==> src/rtl/rbn_pkg.sv <==
package rbn_pkg;

  // true when node idx lies inside the cyclic window [first, first+cnt)
  function automatic logic in_window(int idx, int first, int cnt, int n);
    int d;
    d = (idx - first + n) % n;
    return (d < cnt);
  endfunction

  function automatic logic cfg_ok(int cnt, int first, int n);
    return (cnt >= 1) && (cnt <= n) && (first < n);
  endfunction

  // member that feeds idx on the forward bus
  function automatic int prev_of(int idx, int first, int cnt, int n);
    if (idx == first) return (first + cnt - 1) % n;
    return (idx + n - 1) % n;
  endfunction

  // member that feeds idx on the backward bus
  function automatic int next_of(int idx, int first, int cnt, int n);
    if (idx == (first + cnt - 1) % n) return first;
    return (idx + 1) % n;
  endfunction

endpackage

==> src/rtl/rbn_cfg.sv <==
module rbn_cfg #(
  parameter int NODES = 4,
  parameter int CNT_W = $clog2(NODES + 1)
) (
  input  logic             clk,
  input  logic             rst_n,
  input  logic             cfg_valid_i,
  input  logic [CNT_W-1:0] cfg_count_i,
  input  logic [CNT_W-1:0] cfg_shift_i,
  output logic [NODES-1:0] sel_vec_o,
  output logic [CNT_W-1:0] cnt_o,
  output logic [CNT_W-1:0] shift_o,
  output logic             err_o
);
  import rbn_pkg::*;

  logic             cfg_take;
  logic             cfg_bad;
  logic [NODES-1:0] vec_next;
  logic [NODES-1:0] sel_vec_q;
  logic [CNT_W-1:0] cnt_q;
  logic [CNT_W-1:0] shift_q;
  logic             err_q;

  assign cfg_take = cfg_valid_i &&  cfg_ok(int'(cfg_count_i), int'(cfg_shift_i), NODES);
  assign cfg_bad  = cfg_valid_i && !cfg_ok(int'(cfg_count_i), int'(cfg_shift_i), NODES);

  for (genvar k = 0; k < NODES; k++) begin : g_vec
    assign vec_next[k] = in_window(k, int'(cfg_shift_i), int'(cfg_count_i), NODES);
  end

  always_ff @(posedge clk) begin
    if (!rst_n) begin
      sel_vec_q <= '1;
      cnt_q     <= CNT_W'(NODES);
      shift_q   <= '0;
      err_q     <= 1'b0;
    end else if (cfg_take) begin
      sel_vec_q <= vec_next;
      cnt_q     <= cfg_count_i;
      shift_q   <= cfg_shift_i;
      err_q     <= 1'b0;
    end else if (cfg_bad) begin
      err_q     <= 1'b1;
    end
  end

  assign sel_vec_o = sel_vec_q;
  assign cnt_o     = cnt_q;
  assign shift_o   = shift_q;
  assign err_o     = err_q;


  reject_hold_chk: assert property (@(posedge clk) disable iff (!rst_n)
    cfg_bad |=> $stable(sel_vec_q) && $stable(cnt_q) && $stable(shift_q));

  err_set_chk: assert property (@(posedge clk) disable iff (!rst_n)
    cfg_bad |=> err_q);

  err_clr_chk: assert property (@(posedge clk) disable iff (!rst_n)
    cfg_take |=> !err_q);

  count_match_chk: assert property (@(posedge clk) disable iff (!rst_n)
    $countones(sel_vec_q) == int'(cnt_q));

  idle_hold_chk: assert property (@(posedge clk) disable iff (!rst_n)
    !cfg_valid_i |=> $stable(sel_vec_q) && $stable(err_q));

  first_member_chk: assert property (@(posedge clk) disable iff (!rst_n)
    sel_vec_q[shift_q[$clog2(NODES)-1:0]]);

endmodule

==> src/rtl/rbn_route.sv <==
module rbn_route #(
  parameter int NODES = 4,
  parameter int WIDTH = 44,
  parameter int CNT_W = $clog2(NODES + 1)
) (
  input  logic [NODES-1:0]       sel_vec_i,
  input  logic [CNT_W-1:0]       cnt_i,
  input  logic [CNT_W-1:0]       shift_i,
  input  logic [NODES*WIDTH-1:0] fwd_tx_i,
  input  logic [NODES*WIDTH-1:0] bwd_tx_i,
  output logic [NODES*WIDTH-1:0] fwd_rx_o,
  output logic [NODES*WIDTH-1:0] bwd_rx_o
);
  import rbn_pkg::*;
  localparam int IW = $clog2(NODES);

  logic [WIDTH-1:0] fwd_tx_a [NODES];
  logic [WIDTH-1:0] bwd_tx_a [NODES];

  for (genvar k = 0; k < NODES; k++) begin : g_node
    logic [IW-1:0] src_prev;
    logic [IW-1:0] src_next;

    assign fwd_tx_a[k] = fwd_tx_i[k*WIDTH +: WIDTH];
    assign bwd_tx_a[k] = bwd_tx_i[k*WIDTH +: WIDTH];
    assign src_prev = IW'(prev_of(k, int'(shift_i), int'(cnt_i), NODES));
    assign src_next = IW'(next_of(k, int'(shift_i), int'(cnt_i), NODES));

    // bypass: a node outside the ring sees an idle (zero) bus
    assign fwd_rx_o[k*WIDTH +: WIDTH] = sel_vec_i[k] ? fwd_tx_a[src_prev] : '0;
    assign bwd_rx_o[k*WIDTH +: WIDTH] = sel_vec_i[k] ? bwd_tx_a[src_next] : '0;
  end

endmodule

==> src/rtl/ring_bypass_net.sv <==
module ring_bypass_net #(
  parameter int NODES = 4,
  parameter int WIDTH = 44,
  parameter int CNT_W = $clog2(NODES + 1)
) (
  input  logic                   clk,
  input  logic                   rst_n,
  input  logic                   cfg_valid_i,
  input  logic [CNT_W-1:0]       cfg_count_i,
  input  logic [CNT_W-1:0]       cfg_shift_i,
  output logic [NODES-1:0]       sel_vec_o,
  output logic                   cfg_err_o,
  input  logic [NODES*WIDTH-1:0] dec0_fwd_tx_i,
  input  logic [NODES*WIDTH-1:0] dec0_bwd_tx_i,
  input  logic [NODES*WIDTH-1:0] dec1_fwd_tx_i,
  input  logic [NODES*WIDTH-1:0] dec1_bwd_tx_i,
  output logic [NODES*WIDTH-1:0] dec0_fwd_rx_o,
  output logic [NODES*WIDTH-1:0] dec0_bwd_rx_o,
  output logic [NODES*WIDTH-1:0] dec1_fwd_rx_o,
  output logic [NODES*WIDTH-1:0] dec1_bwd_rx_o
);
  localparam int DECS = 2;

  logic [NODES-1:0]       sel_vec;
  logic [CNT_W-1:0]       cnt_q;
  logic [CNT_W-1:0]       shift_q;
  logic [NODES*WIDTH-1:0] ftx [DECS];
  logic [NODES*WIDTH-1:0] btx [DECS];
  logic [NODES*WIDTH-1:0] frx [DECS];
  logic [NODES*WIDTH-1:0] brx [DECS];

  rbn_cfg #(.NODES(NODES), .CNT_W(CNT_W)) cfg_i (
    .clk(clk), .rst_n(rst_n), .cfg_valid_i(cfg_valid_i),
    .cfg_count_i(cfg_count_i), .cfg_shift_i(cfg_shift_i),
    .sel_vec_o(sel_vec), .cnt_o(cnt_q), .shift_o(shift_q), .err_o(cfg_err_o)
  );

  assign ftx[0] = dec0_fwd_tx_i;
  assign btx[0] = dec0_bwd_tx_i;
  assign ftx[1] = dec1_fwd_tx_i;
  assign btx[1] = dec1_bwd_tx_i;

  for (genvar d = 0; d < DECS; d++) begin : g_dec
    rbn_route #(.NODES(NODES), .WIDTH(WIDTH), .CNT_W(CNT_W)) route_i (
      .sel_vec_i(sel_vec), .cnt_i(cnt_q), .shift_i(shift_q),
      .fwd_tx_i(ftx[d]), .bwd_tx_i(btx[d]),
      .fwd_rx_o(frx[d]), .bwd_rx_o(brx[d])
    );
  end

  assign dec0_fwd_rx_o = frx[0];
  assign dec0_bwd_rx_o = brx[0];
  assign dec1_fwd_rx_o = frx[1];
  assign dec1_bwd_rx_o = brx[1];
  assign sel_vec_o     = sel_vec;

endmodule

==> config.mk <==
export PLATFORM = sky130hd
export DESIGN_NAME = ring_bypass_net
export DESIGN_NICKNAME = d
export VERILOG_FILES = /design/src/rtl/rbn_pkg.sv /design/src/rtl/rbn_cfg.sv /design/src/rtl/rbn_route.sv /design/src/rtl/ring_bypass_net.sv
export SDC_FILE = /design/constraint.sdc
export NUM_CORES = 2
export LEC_CHECK = 0
export BUFFER_PORTS_ARGS = -buffer_cell sky130_fd_sc_hd__buf_2
export CAP_MARGIN = 0
export CORE_AREA = 2 2 561 563
export DETAILED_ROUTE_END_ITERATION = 7
export DIE_AREA = 0 0 563 565
export SETUP_SLACK_MARGIN = 0.15
export SYNTH_ARGS = -nofsm -noshare
export SYNTH_HDL_FRONTEND = slang
export SYNTH_SLANG_ARGS = --single-unit
==> constraint.sdc <==
create_clock -name clk -period 6.7 [get_ports clk]
set_clock_uncertainty 0.1 [all_clocks]
set_input_delay 0.335 -clock clk [delete_from_list [all_inputs] [get_ports clk]]
set_output_delay 0.335 -clock clk [all_outputs]
set_load 0.005 [all_outputs]
==> key figures <==
Yosys
  • Net count after synthesis: 4180
  • Area leader, netlist: mux2i_1
  • Main synth FF type: dfxtp_1
  • Syn Inst Count: 3452
  • Register area share after synthesis: 1.000%
  • Post-synth EDFFs: 0
  • Synth Warn #: 0
  • Ys async rst share: 0%
  • Synthesized flop and latch total: 11
  • Post-Syn Area: 0.02201 sq mm
  • Yosys cell types: between 40 and 50
  • Area share of the largest cell type after synthesis: 24.19%
  • Mapped Avg Cell Area: 6.377 sq um
  • Area contributors post-synth: mux2i_1 (24%), nand2_1 (18%), and3_1 (10%), a221oi_1 (7.1%), a311oi_1 (7.0%)

Detailed routing
  • Routed vias/inst: 4.253
  • Remaining DRCs: 1
  • WL met3: 32180 microns
  • Wl on met1: 99120 microns
  • Via count: between 30000 and 40000
  • WL final: 284100 microns
  • Met2 WL: 130300 microns
  • Top routing layer in use: met5
  • DRT Pass-1 Iters: 8
  • DRT antenna net count: 0
  • DR WL/cell: between 30 and 40 microns
  • DR iter-0 viols: between 4000 and 5000

Timing
  • RSZ-0062 raised after global routing: false
  • Final setup fails: 0
  • Final Hold Viols: 0
  • Final setup margin: roughly 1.7 ns
  • Max transition margin: 6.329%
  • Fin crit share: 75.06%
  • Post-layout minimum cycle time: 5.029 ns
  • Setup_tns: 0 ns
  • Max-slew violation count: 0
  • Max Freq: 198.8 MHz
  • Worst-Margin Slew: 1.366 ns

Final layout
  • # fillers: between 30000 and 40000
  • Area grow syn2layout: 54.02%
  • Most common cell after layout, fill and taps aside: buf_2
  • Most frequent cells in the layout: buf_2 (1421), nand2_1 (1060), mux2i_1 (531)
  • Share of layout cells above drive strength 1: 37.67%
  • Final #Nets: 5252

Clocking
  • Post-CTS Setup Bufs: 0
  • Clk buf depth: 2
  • CTS sink count: 11
  • CTS H-tree depth: 1
  • CTS tree: done
  • CTS Hold Bufs: 0
  • CTS Buf Count: 3
  • CTS clk-pin slew, worst paths: 0.05 ns
  • Worst-Skew Late Latency: 0.24 ns
  • Root buffer cell: clkbuf_16
  • Post_cts resized: 0

Global routing
  • Vias in the first global route: 33257
  • All-Layer GR Usage: 16.68%
  • First-pass GRT wire length: between 300000 and 400000 microns
  • Gr ovfl total: 0
  • Largest net degree at the start of global routing: 116
  • Initial antenna violation count: 228

Placed design
  • IO Port Bufs: 1421
  • DP Worst Slack: 1.783 ns
  • Placer Congestion: 1.037
  • Dpl hpwl: 226500 microns

Pwr
  • Comb power frac: 94.3%
  • Switching share of power: 61.97%
  • Seq pwr share: under 10%
  • Max IR drop VDD: 0.00006309 V
  • Leakage: 14.06 nW
  • Clock power frac: 3.4%
  • Int Power: 1.268 mW
  • Switching power total: approximately 2.1 mW
  • Power density cells: 98.31 mW/mm^2

Outcome
  • Failing checks: design-rule violations
  • Status: complete, but fails checks

Critical path
  • Worst setup path class: reg2out
  • CP arrival: 4.59 ns
  • Req. time, crit path: 6.26 ns
  • CP Max Fanout: 46
  • Setup crit start kind: register
  • CP endpoint kind: primary output

Floorplanning
  • Die area: 0.3181 sq mm
  • IO Pins: around 1400
  • Starting Density: 7.070%
  • Core box area: 0.3114 sq mm
  • Die width: 563 microns
  • DIE HEIGHT: 565 microns
  • # rows: 205

Min path
  • Worst Hold Class: in2reg

Flow run
  • Max Cap Violations: 0
-- cell usage after synthesis, types with 11 or more instances --
| master | instances |
|---|---|
| clkbuf_1 | 271 |
| nand2_1 | 1065 |
| mux2i_1 | 532 |
| o221a_1 | 20 |
| nor2_1 | 89 |
| a211oi_1 | 89 |
| a311oi_1 | 176 |
| buf_1 | 34 |
| and3_1 | 351 |
| a41oi_1 | 86 |
| a221oi_1 | 178 |
| mux2_2 | 88 |
| buf_2 | 101 |
| ha_1 | 14 |
| o221a_2 | 68 |
| nand3_1 | 176 |
| buf_4 | 30 |
| dfxtp_1 | 11 |
-- layer usage --
| metal | track usage (%) | up-vias |
|---|---|---|
| met4 | 10.87 | 78 |
| li1 | - | 15260 |
| met5 | 0 | - |
| met1 | 18.10 | 18010 |
| met2 | 27.55 | 3217 |
| met3 | 5.844 | 797 |
-- cell type report --
| type | instances | area [sq um] | area share [%] |
|---|---|---|---|
| sequential | 11 | 235.2 | 0.6938 |
| tap | 4140 | 5180 | 15.28 |
| inverter | 12 | 62.56 | 0.1845 |
| clock buffer | 4 | 78.83 | 0.2325 |
| multi-input combinational | 2990 | 20050 | 59.12 |
| timing repair buffer | 1506 | 8000 | 23.59 |
| antenna | 121 | 302.8 | 0.8930 |
-- registers in the layout, indices dropped and copies added (netlist names) --
signal / cells
cfg_i.sel_vec_o: 4
cfg_i.cnt_o: 3
cfg_i.err_o: 1
cfg_i.shift_o: 3
-- critical path, cell delays in order (launching register included) --
cell and delay [ns]:
dfxtp_4 0.35, ha_4 0.77, ha_1 0.51, and2_4 0.56, buf_4 0.55, nor2_1 0.10
a211oi_1 1.09, buf_2 0.29
-- final timing paths --
path	start	endpoint	slack [ns]	depth (start not counted)
worst max-delay path	cfg_i.shift_o[0]$_SDFFE_PN0P_	dec1_bwd_rx_o[33]	1.67	7
worst min-delay path	cfg_valid_i	cfg_i.err_o$_SDFFE_PP0P_	0.23	2
worst max register to register	cfg_i.sel_vec_o[1]$_SDFFE_PN1P_	cfg_i.sel_vec_o[1]$_SDFFE_PN1P_	4.96	3
worst min register to register	cfg_i.err_o$_SDFFE_PP0P_	cfg_i.err_o$_SDFFE_PP0P_	0.39	1
-- logic make-up after synthesis --
kind of cell               count (synthesis)  share of synthesized area, %
buffers and inverters                    451                         8.878
adders and majority gates                 15                        0.8866
DFF                                       11                         1.000
AOI/OAI and AO/OA                        641                         25.77
and+or+nand+nor                         1714                         34.77
muxes                                    620                         28.69
-- power groups by stage --
stage	sequential [mW]	combinational (mW)	clock (mW)
finish	0.0766	3.14	0.114
floorplan	0.0718	1.27	0
global route	0.0774	3.29	0.120
CTS	0.0771	3.10	0.117
global placement	0.0783	3.09	0
detailed placement	0.0783	3.09	0
-- per-stage QoR --
| step | instance area (sq um) | total power, mW | util (%) | hold slack, ns | instances |
|---|---|---|---|---|---|
| floorplan | 22010 | 1.339 | - | 0.3488 | 3452 |
| global placement | 33510 | 3.173 | 10.76 | 0.3789 | 8659 |
| detailed placement | 33520 | 3.166 | 10.77 | 0.3841 | 8659 |
| CTS | 33600 | 3.297 | 10.79 | 0.2288 | 8663 |
| global route | 33780 | 3.492 | 10.85 | 0.2479 | 8733 |
| finish | 33910 | 3.333 | 10.89 | 0.2332 | 8784 |
(Power assumes the default switching activity.)
